$ cat src/rtl/irqn_pkg.sv
package irqn_pkg;

    localparam int OFS_CTRL   = 'h58;
    localparam int OFS_EVBASE = 'h60;
    localparam int OFS_NADDR  = 'h68;
    localparam int OFS_NBASE  = 'h70;
    localparam int OFS_LEVEL  = 'h78;

    localparam int CTRL_METHOD_BIT = 63;
    localparam int CTRL_CLEAR_BIT  = 62;

    typedef enum logic [0:0] {
        S_IDLE = 1'b0,
        S_SEND = 1'b1
    } send_state_t;

    function automatic logic [63:0] swap_bytes(input logic [63:0] v);
        logic [63:0] r;
        for (int k = 0; k < 8; k++) begin
            r[8*k +: 8] = v[8*(7-k) +: 8];
        end
        return r;
    endfunction

endpackage

$ cat src/rtl/irqn_regs.sv
module irqn_regs
    import irqn_pkg::*;
#(
    parameter int AW      = 8,
    parameter int NUM_SRC = 20
) (
    input  logic               clk,
    input  logic               rst_n,
    input  logic               cfg_wr,
    input  logic [AW-1:0]      cfg_addr,
    input  logic [63:0]        cfg_wdata,
    output logic [63:0]        cfg_rdata,
    input  logic [NUM_SRC-1:0] level_q,
    output logic               method_lvl,
    output logic               clear_req,
    output logic [63:0]        notif_addr,
    output logic [31:0]        num_base
);

    logic [63:0] ctrl_q;
    logic [63:0] evbase_q;
    logic [63:0] naddr_q;
    logic [63:0] nbase_q;
    logic [63:0] lvl_word;

    logic hit_ctrl, hit_evbase, hit_naddr, hit_nbase;

    always_comb begin
        hit_ctrl   = (cfg_addr == AW'(OFS_CTRL));
        hit_evbase = (cfg_addr == AW'(OFS_EVBASE));
        hit_naddr  = (cfg_addr == AW'(OFS_NADDR));
        hit_nbase  = (cfg_addr == AW'(OFS_NBASE));
    end

    always_ff @(posedge clk or negedge rst_n) begin
        if (!rst_n) begin
            ctrl_q   <= '0;
            evbase_q <= '0;
            naddr_q  <= '0;
            nbase_q  <= '0;
        end else if (cfg_wr) begin
            if (hit_ctrl) begin
                ctrl_q <= cfg_wdata & ~(64'd1 << CTRL_CLEAR_BIT);
            end
            if (hit_evbase) begin
                evbase_q <= cfg_wdata;
            end
            if (hit_naddr) begin
                naddr_q <= cfg_wdata;
            end
            if (hit_nbase) begin
                nbase_q <= cfg_wdata;
            end
        end
    end

    always_comb begin
        lvl_word = '0;
        for (int n = 0; n < NUM_SRC; n++) begin
            lvl_word[63-n] = level_q[n];
        end
    end

    always_comb begin
        if (cfg_addr == AW'(OFS_CTRL)) begin
            cfg_rdata = ctrl_q;
        end else if (cfg_addr == AW'(OFS_EVBASE)) begin
            cfg_rdata = evbase_q;
        end else if (cfg_addr == AW'(OFS_NADDR)) begin
            cfg_rdata = naddr_q;
        end else if (cfg_addr == AW'(OFS_NBASE)) begin
            cfg_rdata = nbase_q;
        end else if (cfg_addr == AW'(OFS_LEVEL)) begin
            cfg_rdata = lvl_word;
        end else begin
            cfg_rdata = '1;
        end
    end

    assign method_lvl = ctrl_q[CTRL_METHOD_BIT];
    assign clear_req  = cfg_wr && hit_ctrl && cfg_wdata[CTRL_CLEAR_BIT];
    assign notif_addr = naddr_q;
    assign num_base   = nbase_q[63:32];

    // the clear flag never remains stored in the control word
    p_clear_selfclear_r10: assert property (@(posedge clk) disable iff (!rst_n)
        clear_req |=> !ctrl_q[CTRL_CLEAR_BIT]);

endmodule

$ cat src/rtl/irqn_src_track.sv
module irqn_src_track #(
    parameter int NUM_SRC = 20,
    localparam int IDX_W  = (NUM_SRC > 1) ? $clog2(NUM_SRC) : 1
) (
    input  logic               clk,
    input  logic               rst_n,
    input  logic [NUM_SRC-1:0] src_level,
    input  logic               method_lvl,
    input  logic               clear_req,
    input  logic               grant,
    input  logic               drop_all,
    output logic [NUM_SRC-1:0] level_q,
    output logic               pend_any,
    output logic [IDX_W-1:0]   pend_idx,
    output logic               refused
);

    logic [NUM_SRC-1:0] pending;
    logic [NUM_SRC-1:0] rise;
    logic [NUM_SRC-1:0] grant_mask;
    logic [NUM_SRC-1:0] pend_nxt;
    logic [NUM_SRC-1:0] lvl_nxt;

    assign rise = method_lvl ? '0 : (src_level & ~level_q);

    always_comb begin
        pend_idx = '0;
        for (int n = NUM_SRC - 1; n >= 0; n--) begin
            if (pending[n]) begin
                pend_idx = IDX_W'(n);
            end
        end
    end

    assign pend_any = |pending;

    generate
        for (genvar g = 0; g < NUM_SRC; g++) begin : g_gmask
            assign grant_mask[g] = grant && (pend_idx == IDX_W'(g));
        end
    endgenerate

    always_comb begin
        if (clear_req) begin
            pend_nxt = '0;
            lvl_nxt  = '0;
        end else begin
            pend_nxt = drop_all ? '0 : ((pending & ~grant_mask) | rise);
            lvl_nxt  = method_lvl ? level_q : src_level;
        end
    end

    always_ff @(posedge clk or negedge rst_n) begin
        if (!rst_n) begin
            pending <= '0;
            level_q <= '0;
        end else begin
            pending <= pend_nxt;
            level_q <= lvl_nxt;
        end
    end

    assign refused = method_lvl && (src_level != level_q);

    // a grant always goes to the lowest pending source
    p_grant_lowest_r7: assert property (@(posedge clk) disable iff (!rst_n)
        grant |-> ((pending & ((NUM_SRC'(1) << pend_idx) - NUM_SRC'(1))) == '0));

    // at most one source is granted per cycle
    p_grant_single_r7: assert property (@(posedge clk) disable iff (!rst_n)
        $onehot0(grant_mask));

    // level-signalled method arms no new requests
    p_method_no_arm_r9: assert property (@(posedge clk) disable iff (!rst_n)
        method_lvl |=> ((pending & ~$past(pending)) == '0));

    // level register frozen while the method bit is set
    p_method_hold_r9: assert property (@(posedge clk) disable iff (!rst_n)
        (method_lvl && !clear_req) |=> $stable(level_q));

endmodule

$ cat src/rtl/irqn_sender.sv
module irqn_sender
    import irqn_pkg::*;
#(
    parameter int NUM_SRC = 20,
    localparam int IDX_W  = (NUM_SRC > 1) ? $clog2(NUM_SRC) : 1
) (
    input  logic             clk,
    input  logic             rst_n,
    input  logic             pend_any,
    input  logic [IDX_W-1:0] pend_idx,
    input  logic [63:0]      notif_addr,
    input  logic [31:0]      num_base,
    output logic             grant,
    output logic             drop_all,
    output logic             nw_valid,
    input  logic             nw_ready,
    output logic [63:0]      nw_addr,
    output logic [63:0]      nw_data
);

    send_state_t state_q, state_d;
    logic        addr_ok;

    assign addr_ok = notif_addr[0];

    always_ff @(posedge clk or negedge rst_n) begin
        if (!rst_n) begin
            state_q <= S_IDLE;
        end else begin
            state_q <= state_d;
        end
    end

    always_comb begin
        state_d  = state_q;
        grant    = 1'b0;
        drop_all = 1'b0;
        nw_valid = 1'b0;
        unique case (state_q)
            S_IDLE: begin
                if (pend_any) begin
                    if (addr_ok) begin
                        grant   = 1'b1;
                        state_d = S_SEND;
                    end else begin
                        drop_all = 1'b1;
                    end
                end
            end
            S_SEND: begin
                nw_valid = 1'b1;
                if (nw_ready) begin
                    state_d = S_IDLE;
                end
            end
            default: state_d = S_IDLE;
        endcase
    end

    always_ff @(posedge clk or negedge rst_n) begin
        if (!rst_n) begin
            nw_addr <= '0;
            nw_data <= '0;
        end else if (grant) begin
            nw_addr <= {notif_addr[63:1], 1'b0};
            nw_data <= swap_bytes({32'd0, num_base} + 64'(pend_idx));
        end
    end

    // request held steady while stalled
    p_hold_stalled_r8: assert property (@(posedge clk) disable iff (!rst_n)
        (nw_valid && !nw_ready) |=> (nw_valid && $stable(nw_addr) && $stable(nw_data)));

    // a write only starts when the address enable was set
    p_send_needs_enable_r6: assert property (@(posedge clk) disable iff (!rst_n)
        $rose(nw_valid) |-> $past(addr_ok));

endmodule

$ cat src/rtl/irqn_notify_gen.sv
module irqn_notify_gen
    import irqn_pkg::*;
#(
    parameter int AW      = 8,
    parameter int NUM_SRC = 20,
    localparam int IDX_W  = (NUM_SRC > 1) ? $clog2(NUM_SRC) : 1
) (
    input  logic               clk,
    input  logic               rst_n,
    input  logic [NUM_SRC-1:0] src_level,
    input  logic               cfg_wr,
    input  logic [AW-1:0]      cfg_addr,
    input  logic [63:0]        cfg_wdata,
    output logic [63:0]        cfg_rdata,
    output logic               src_refused,
    output logic               nw_valid,
    input  logic               nw_ready,
    output logic [63:0]        nw_addr,
    output logic [63:0]        nw_data
);

    logic [NUM_SRC-1:0] level_q;
    logic               method_lvl;
    logic               clear_req;
    logic [63:0]        notif_addr;
    logic [31:0]        num_base;
    logic               grant;
    logic               drop_all;
    logic               pend_any;
    logic [IDX_W-1:0]   pend_idx;

    irqn_regs #(.AW(AW), .NUM_SRC(NUM_SRC)) regs_i (
        .clk        (clk),
        .rst_n      (rst_n),
        .cfg_wr     (cfg_wr),
        .cfg_addr   (cfg_addr),
        .cfg_wdata  (cfg_wdata),
        .cfg_rdata  (cfg_rdata),
        .level_q    (level_q),
        .method_lvl (method_lvl),
        .clear_req  (clear_req),
        .notif_addr (notif_addr),
        .num_base   (num_base)
    );

    irqn_src_track #(.NUM_SRC(NUM_SRC)) track_i (
        .clk        (clk),
        .rst_n      (rst_n),
        .src_level  (src_level),
        .method_lvl (method_lvl),
        .clear_req  (clear_req),
        .grant      (grant),
        .drop_all   (drop_all),
        .level_q    (level_q),
        .pend_any   (pend_any),
        .pend_idx   (pend_idx),
        .refused    (src_refused)
    );

    irqn_sender #(.NUM_SRC(NUM_SRC)) send_i (
        .clk        (clk),
        .rst_n      (rst_n),
        .pend_any   (pend_any),
        .pend_idx   (pend_idx),
        .notif_addr (notif_addr),
        .num_base   (num_base),
        .grant      (grant),
        .drop_all   (drop_all),
        .nw_valid   (nw_valid),
        .nw_ready   (nw_ready),
        .nw_addr    (nw_addr),
        .nw_data    (nw_data)
    );

endmodule

$ cat config.mk
export PLATFORM = sky130hd
export DESIGN_NAME = irqn_notify_gen
export DESIGN_NICKNAME = d
export VERILOG_FILES = /design/src/rtl/irqn_pkg.sv /design/src/rtl/irqn_regs.sv /design/src/rtl/irqn_src_track.sv /design/src/rtl/irqn_sender.sv /design/src/rtl/irqn_notify_gen.sv
export SDC_FILE = /design/constraint.sdc
export NUM_CORES = 1
export LEC_CHECK = 0
export BUFFER_PORTS_ARGS = -buffer_cell sky130_fd_sc_hd__buf_2
export CAP_MARGIN = 20
export CORE_ASPECT_RATIO = 0.9
export CORE_MARGIN = 8
export CORE_UTILIZATION = 50
export CTS_CLUSTER_DIAMETER = 30
export DETAILED_ROUTE_END_ITERATION = 8
export PLACE_DENSITY = 0.74
export SLEW_MARGIN = 20
export SYNTH_ARGS = -nofsm -noshare
export SYNTH_HDL_FRONTEND = slang
export SYNTH_HIERARCHICAL = 1
export SYNTH_SLANG_ARGS = --single-unit
export TNS_END_PERCENT = 20
$ cat constraint.sdc
create_clock -name clk -period 3 [get_ports clk]
set_input_delay 0.3 -clock clk [delete_from_list [all_inputs] [get_ports clk]]
set_output_delay 0.3 -clock clk [all_outputs]
set_load 0.05 [all_outputs]
* After elaboration in Yosys (flattened, before gate mapping)
Index checks and enable logic that the tools add are counted. W data, S select, Z words.
Storage, ports and cells: logic and storage cells 110, memories 0, register bits after elaboration 423, memory bits (writable) 0, output and inout bits 194, latch bits 0, memory bits (read-only) 0
Cells by class: mux-type cells 39, reductions and logical operators 29, $mul 0, equal/unequal tests 26, div/mod/pow operators 0, $add $sub $neg 1, shift operators 0, bitwise gates (word level) 6, order comparisons 0
Operator list (number):
- $mux W64 | 5
- $mux W20 | 5
- $mux W5 | 20
- $and A20 B20 Y20 | 2
- $eq A5 B4 Y1 const B | 8
- $eq A8 B7 Y1 const B | 5
- $not A20 Y20 | 2
- $add A32 B5 Y33 | 1
- $logic_and A1 B1 Y1 | 23
- $eq A5 B3 Y1 const B | 4
- $eq A5 B5 Y1 const B | 4
- $ne A20 B20 Y1 | 1
- $or A20 B20 Y20 | 1
- $reduce_or A20 Y1 | 1
- $eq A5 B2 Y1 const B | 2
- $mux W1 | 8
- $reduce_and A2 Y1 | 4
- $eq A5 B1 Y1 const B | 1
- $logic_not A5 Y1 | 1
- $ne A2 B2 Y1 const B | 1
- $pmux W1 S2 | 1
- $not A1 Y1 | 1

* Depth between registers and ports, before layout
Gate-level depths: netlist (run 1).
depth in word-level cells 27, depth in mapped cells 14, gate-level depth less buffers 13

* Hierarchy
The synthesis (run 1) kept the hierarchy.
By module, submodules not included:
- irqn_regs | area an instance 12363.1 um^2, cells an instance 950, seq. area each 6381.1 um^2, times used 1
- irqn_sender | area an instance 4614.4 um^2, cells an instance 526, seq. area each 2427.3 um^2, times used 1
- irqn_src_track | area an instance 2369.8 um^2, cells an instance 251, seq. area each 1001.0 um^2, times used 1

* Worst setup path before layout (run 1)
No wires, ideal clock.
path type flip-flop to flip-flop, from register track_i.pending[19], to register send_i.nw_data[46], data required time 2867 ps, period minus slack after synthesis 2756 ps, setup time 133 ps, path slack 244 ps, path buffers 1, stages on the path, launching flop included 15, data arrival time 2623 ps, path through dfrtp_1 -> and2b_1 -> o21ai_0 -> o211a_1 -> o22ai_2 -> nor2_1 -> nor2_1 -> ha_1 -> fa_1 -> a211oi_1 -> o21bai_1 -> buf_2 -> nand4_1 -> xor2_1 -> o21ai_0
On the way: cells in the longest elaborated chain, start to end 21
Ends and longest elaborated chain:
- from (decl) | RTL line irqn_src_track.sv:18 | logic [NUM_SRC-1:0] pending;
- from (signal assigned) | RTL line irqn_src_track.sv:58 | pending <= pend_nxt;
- $mux W5 (20 in a row) | RTL line irqn_src_track.sv:29 | if (pending[n]) begin
- net pend_idx[0] | RTL line irqn_notify_gen.sv:30 | logic [IDX_W-1:0] pend_idx;
- $add A32 B5 Y33 | RTL line irqn_sender.sv:66 | nw_data <= swap_bytes({32'd0, num_base} + 64'(pend_idx));
- to (signal assigned) | RTL line irqn_sender.sv:66
- to (decl) | RTL line irqn_sender.sv:18 | output logic [63:0] nw_data
The timed path passes the listed nets, and every way through them passes these cells. A chain may end at the register's enable or synchronous reset.

* Final worst setup path (run 1)
from register track_i.pending[8], to register send_i.nw_data[37]
On the way: cells in the longest elaborated chain, start to end 10
Ends and longest elaborated chain (RTL line):
- $mux W5 (9 in a row) | irqn_src_track.sv:29
- net pend_idx[2] | irqn_notify_gen.sv:30
- $add A32 B5 Y33 | irqn_sender.sv:66
The timed path passes the listed nets, and every way through them passes these cells.

==> flow_summary_export.csv, run 1 <==
group,metric,value,unit
outcome,status,"finished clean",
timing,setup_viol,0,
placed_design,dpl.cell_count,2378,
grt,grt-ovfl-total,0,
synthesis,synth_area_per_cell,11.2,µm²
clock_tree,cts_tree,"done",
drt,dr_wl_met2,27800,µm
worst_setup_path,r2r-end,"send_i/nw_data[37]$_DFFE_PN0P_",
synthesis,synth_cell_types,74,
finish,layout-drive-gt1-share,32.9,%
synthesis,yosysWarnings,6,
grt,grt_max_degree,120,
worst_setup_path,ff2ff_setup_slack,0.16,ns
power_and_ir_drop,cellLeakagePower,12.4,nW
synthesis,synth.ff_latch_count,392,
timing,min_period_over_period,94.7,%
worst_setup_path,cp-end-kind,"flip-flop",
die,die-height,203,µm
finish,layout_commonest_cell,"dfrtp_1",
drt,first_iter_violations,1000,
grt,grt_pass1_vias,15900,
grt,grt_pass1_wl,93100,µm
die,core,38300,µm²
timing,worstMarginPinSlew,0.827,ns
timing,slew_headroom,44.7,%
clock_tree,clk-insertion-delay-late,0.59,ns
die,num_io_pins,290,
hold_path,hold_depth,2,
timing,worst_slack,0.158,ns
synthesis,synth_flop_cell,"dfrtp_1",
worst_setup_path,cp.required,3.52,ns
worst_setup_path,cp-start-kind,"flip-flop",
drt,wirelength,59400,µm
finish,finalNetCount,2175,
finish,instances_no_fill,2612,
synthesis,synthCells,1727,
clock_tree,clk_pin_slew_worst_paths,0.04,ns
worst_setup_path,arrival,3.37,ns
hold_path,hp-class,"input port to flip-flop",
timing,fin_skew,0.0261,ns
power_and_ir_drop,p_per_area,780,nW/µm²
die,start_util,50.5,%
timing,max_freq,0.352,GHz
grt,gr-usage-all-layers,25.9,%
job,drv_cap,0,
worst_setup_path,r2r-start,"track_i/pending[8]$_DFF_PN0_",
placed_design,portBuffers,257,
finish,nFillCells,2854,
timing,fin_tns_setup,0,ns
synthesis,syn-cell-area,19300,µm²
synthesis,async_flop_share,100,%
drt,route.met3.wl,4340,µm
placed_design,gp_congestion,0.872,
clock_tree,h-tree-depth,3,
drt,vias_per_cell,5.76,
power_and_ir_drop,vdd_drop_max,0.534,mV
worst_setup_path,worstSetupPathType,"flip-flop to flip-flop",
drt,drc,0,
placed_design,dp_slack,0.0702,ns
drt,m1WireLength,25200,µm
synthesis,synth-edff-count,0,
grt,antenna_found_initial,6,
finish,area_growth,27.8,%
finish,most-common-layout-cells,"392 x dfrtp_1, 252 x buf_2, 243 x nand2_1",
worst_setup_path,r2r_cells,9,
hold_path,hp-start,"cfg_wdata[51]",
timing,slew_violations,0,
timing,whs,0.0309,ns
die,die-area,45300,µm²
drt,firstDrtPassIters,6,
timing,fin_crit,2.84,ns
placed_design,dpl.hpwl,39000,µm
drt,ant_nets,0,
clock_tree,cts_buffers,81,
drt,vias,15100,
clock_tree,ctsLongestPathBuffers,3,
die,dieWidth,223,µm
finish,fin_util,64.6,%
clock_tree,cts_root_buf,"clkbuf_16",
synthesis,synth-seq-area-share,50.7,%
hold_path,hold_end,"regs_i/evbase_q[51]$_DFFE_PN0P_",
clock_tree,cts_num_sinks,392,
drt,maxUsedRoutingLayer,"met5",
worst_setup_path,crit_fanout,9,
timing,hold_viol,0,
die,rows,68,
drt,wl_per_cell,22.7,µm
timing,rsz0062_at_grt,"yes",
[layer usage]
| layer | up-vias | global-route usage, % |
|---|---|---|
| met5 | - | 0 |
| met4 | 6 | 10.0 |
| met3 | 105 | 6.46 |
| met2 | 578 | 41.2 |
| met1 | 7624 | 34.0 |
| li1 | 6740 | - |
[report_power, final]
group	switching [W]	internal (W)	leakage, nW
combinational	0.00259	0.00129	5.66
sequential	0.000433	0.00574	5.36
clock	0.00297	0.00626	1.38
[cells by family (layout without fill, tap and decap cells)]
| logic type | count (synthesis) | in the layout | share of synthesized area, % |
|---|---|---|---|
| adders and majority gates | 26 | 26 | 1.72 |
| buffers and inverters | 207 | 568 | 5.52 |
| muxes | 324 | 324 | 18.5 |
| and+or+nand+nor | 521 | 521 | 13.2 |
| DFF | 392 | 392 | 50.7 |
| AOI/OAI and AO/OA | 234 | 234 | 9.31 |
| xor gates and xnor gates | 22 | 22 | 0.996 |
| other | 1 | 35 | 0.0194 |
[worst max-delay path by stage]
stage	startpoint	to	slack (ns)	cells after the start
floorplan	track_i/pending[19]$_DFF_PN0_	send_i/nw_data[46]$_DFFE_PN0P_	0.24	14
global placement	track_i/pending[19]$_DFF_PN0_	send_i/nw_data[38]$_DFFE_PN0P_	0.09	14
detailed placement	track_i/pending[19]$_DFF_PN0_	send_i/nw_data[38]$_DFFE_PN0P_	0.07	14
CTS	track_i/pending[18]$_DFF_PN0_	send_i/nw_data[38]$_DFFE_PN0P_	0.04	14
global route	track_i/pending[2]$_DFF_PN0_	send_i/nw_data[38]$_DFFE_PN0P_	-0.04	13
finish	track_i/pending[8]$_DFF_PN0_	send_i/nw_data[37]$_DFFE_PN0P_	0.16	9
[registers in the layout (all words and copies together), names as in the netlist]
name	cells
regs_i/evbase_q	64
regs_i/notif_addr	64
regs_i/ctrl_q	63
send_i/nw_data	33
track_i/pending	20
send_i/nw_addr	63
send_i/state_q	1
regs_i/nbase_q	64
track_i/level_q	20
[through the flow]
step / area, µm² / total power (W)
finish: 24700 / 0.0193
global route: 24700 / 0.0200
CTS: 24700 / 0.0193
detailed placement: 21000 / 0.00995
global placement: 21000 / 0.00990
floorplan: 19500 / 0.00868
[area by class of cell]
| type | count | area (µm²) | share of cell area (%) |
|---|---|---|---|
| clock buffer | 109 | 2340 | 9.49 |
| sequential | 392 | 9810 | 39.7 |
| inverter | 29 | 109 | 0.440 |
| clock inverter | 40 | 517 | 2.09 |
| timing repair buffer | 390 | 2670 | 10.8 |
| multi-input combinational | 1159 | 8650 | 35.0 |
| antenna | 3 | 7.51 | 0.0304 |
| tap | 490 | 613 | 2.48 |
[cell usage after synthesis, drive strengths merged, types with 6 or more instances]
cell / n / area share (%)
ha: 25 / 1.6
nand3b: 17 / 0.66
nor4: 6 / 0.27
nand4: 21 / 0.82
nor3: 11 / 0.42
xor2: 20 / 0.91
mux2i: 49 / 2.5
inv: 27 / 0.52
clkbuf: 63 / 1.2
and2: 27 / 0.87
o221ai: 19 / 0.86
a21oi: 24 / 0.62
nor3b: 18 / 0.70
nand3: 23 / 0.62
nor2: 93 / 1.9
o21ai: 38 / 1.0
buf: 115 / 3.7
dfrtp: 392 / 51
nor2b: 28 / 0.91
o32a: 25 / 1.3
o211ai: 36 / 1.4
a22o: 16 / 0.72
and3: 16 / 0.52
o2111ai: 16 / 0.72
a211oi: 26 / 1.0
nand2: 244 / 4.8
mux2: 275 / 16
[worst max-delay path, cell delays in order (launching register included)]
cell and delay [ns]:
dfrtp_1 0.41, nor4_1 0.51, a21oi_1 0.16, nor2_1 0.12
ha_1 0.28, o21ai_1 0.16, o21ai_4 0.30, nand4_4 0.22
or4_1 0.52, nand3_1 0.09
[timing repair]
item,CTS,global route
endpoints found under the hold margin,283,0
endpoints found under the setup margin,0,27
resized for setup,0,5
hold buffers,80,0
buffers inserted,0,2
(Power assumes the default switching activity.)
==> run 2, diff against run 1 <==
- CORE_MARGIN: 8 -> not set
- GPL_ROUTABILITY_DRIVEN: not set -> 0
- TNS_END_PERCENT: 20 -> 100
==> flow_summary_export.csv, run 2 (same netlist as run 1, synthesis figures left out) <==
group,metric,value,unit
timing,hold_viol,0,
placed_design,portBuffers,257,
power_and_ir_drop,p_sw_share,31.7,%
timing,max_freq,0.342,GHz
drt,vias,15300,
drt,vias_per_cell,5.86,
die,start_util,51.4,%
hold_path,hp-start,"src_level[18]",
power_and_ir_drop,power_frac_seq,31.8,%
drt,wl_per_cell,22.1,µm
timing,setup_viol,0,
placed_design,dp_slack,-0.127,ns
finish,layout-drive-gt1-share,33.5,%
grt,grt_max_degree,120,
timing,fin_skew,0.0156,ns
die,die-height,189,µm
timing,rsz0062_at_grt,"yes",
power_and_ir_drop,cellLeakagePower,12.4,nW
power_and_ir_drop,combPwrFrac,21.2,%
timing,fin_crit,2.93,ns
finish,nFillCells,2724,
drt,wirelength,57700,µm
die,num_io_pins,290,
worst_setup_path,r2r-start,"track_i/pending[11]$_DFF_PN0_",
die,core,37600,µm²
grt,grt_pass1_vias,16000,
finish,fin_util,65.8,%
die,rows,67,
power_and_ir_drop,p_per_area,782,nW/µm²
finish,layout_commonest_cell,"dfrtp_1",
worst_setup_path,cp.required,3.48,ns
timing,slew_violations,0,
clock_tree,cts_root_buf,"clkbuf_16",
timing,min_period_over_period,97.5,%
die,dieWidth,209,µm
grt,grt-ovfl-total,0,
worst_setup_path,worstSetupPathType,"flip-flop to flip-flop",
die,die-area,39500,µm²
clock_tree,clk-insertion-delay-late,0.60,ns
timing,worstMarginPinSlew,0.746,ns
grt,grt_pass1_wl,90400,µm
worst_setup_path,crit_fanout,5,
clock_tree,h-tree-depth,3,
drt,ant_nets,0,
placed_design,placed_cell_area,21000,µm²
clock_tree,cts_num_sinks,392,
hold_path,hold_end,"track_i/level_q[18]$_DFFE_PN0P_",
worst_setup_path,r2r-end,"send_i/nw_data[38]$_DFFE_PN0P_",
outcome,status,"finished clean",
finish,finalNetCount,2184,
clock_tree,cts_tree,"done",
clock_tree,cts_buffers,79,
finish,area_growth,28.1,%
power_and_ir_drop,vdd_drop_max,0.550,mV
power_and_ir_drop,power_frac_clock,47.0,%
hold_path,hp-class,"input port to flip-flop",
finish,instances_no_fill,2612,
hold_path,hold_depth,3,
worst_setup_path,arrival,3.40,ns
power_and_ir_drop,p_int,0.0132,W
grt,gr-usage-all-layers,29.6,%
drt,firstDrtPassIters,5,
power_and_ir_drop,p_total,0.0194,W
timing,slew_headroom,50.3,%
placed_design,dpl.hpwl,36900,µm
worst_setup_path,ff2ff_setup_slack,0.07,ns
drt,drc,0,
job,drv_cap,0,
placed_design,dpl.cell_count,2377,
finish,most-common-layout-cells,"390 x dfrtp_1, 254 x buf_2, 241 x nand2_1",
clock_tree,clk_pin_slew_worst_paths,0.05,ns
worst_setup_path,r2r_cells,13,
grt,antenna_found_initial,1,
power_and_ir_drop,p_sw,0.00613,W
worst_setup_path,cp-start-kind,"flip-flop",
worst_setup_path,cp-end-kind,"flip-flop",
clock_tree,ctsLongestPathBuffers,3,
drt,first_iter_violations,1287,
timing,worst_slack,0.0743,ns
finish,fin_area,24800,µm²
-- run 2: repair_timing --
action,4_1_cts,5_1_grt
hold buffers,81,0
setup endpoints to repair,13,23
cloned,0,0
pin swaps,1,8
buffers inserted,0,6
hold endpoints to repair,430,0
gates resized for setup,5,19
-- run 2: layer usage --
layer  GRT usage [%]  vias to the layer above  wire, µm
met5               0                        -         0
met4            14.5                        0      2460
met3            7.22                      147      4080
met2            48.0                      606     27600
met1            37.1                     7800     23600
li1                -                     6756         -
-- run 2: cell type report --
type,count,area [µm²],share of cell area [%]
well taps,483,604,2.44
multi-input cells,1159,8690,35.1
flip-flops and latches,392,9810,39.6
clock inverters,43,578,2.33
clock buffers,104,2220,8.97
repair buffers,401,2760,11.1
inverters,29,109,0.439
diodes,1,2.50,0.0101
-- run 2: metrics by stage --
step	hold slack (ns)	TNS [ns]
after detailed placement	0.186	-0.504
after global placement	0.186	0
after global routing	0.0219	-0.0582
after CTS	0.00289	0
after floorplan	0.00441	0
final	0.0164	0
-- run 2: worst max-delay path, cell delays in order, from the launching register on --
cell and delay (ns):
dfrtp_2 0.44, nor3_1 0.22, o211a_1 0.20, o22ai_2 0.08, nor2_1 0.10, nor2_1 0.06
ha_2 0.21, fa_2 0.42, a211oi_4 0.35, o21bai_4 0.14, buf_4 0.17, nand4_1 0.08
xnor2_1 0.07, mux2_2 0.27
-- run 2: worst max-delay path by stage --
stage	endpoint	start
floorplan	send_i/nw_data[46]$_DFFE_PN0P_	track_i/pending[19]$_DFF_PN0_
global placement	send_i/nw_data[50]$_DFFE_PN0P_	track_i/pending[19]$_DFF_PN0_
detailed placement	send_i/nw_data[34]$_DFFE_PN0P_	track_i/pending[19]$_DFF_PN0_
CTS	send_i/nw_data[34]$_DFFE_PN0P_	track_i/pending[19]$_DFF_PN0_
global route	send_i/nw_data[33]$_DFFE_PN0P_	track_i/pending[7]$_DFF_PN0_
finish	send_i/nw_data[38]$_DFFE_PN0P_	track_i/pending[11]$_DFF_PN0_
-- run 2: power by group through the flow --
stage	logic (W)	registers (W)	clock network, W
after global routing	0.00438	0.00620	0.00942
after floorplan	0.00209	0.00658	0
after global placement	0.00366	0.00617	0
after detailed placement	0.00376	0.00619	0
final	0.00411	0.00616	0.00909
after CTS	0.00392	0.00612	0.00916
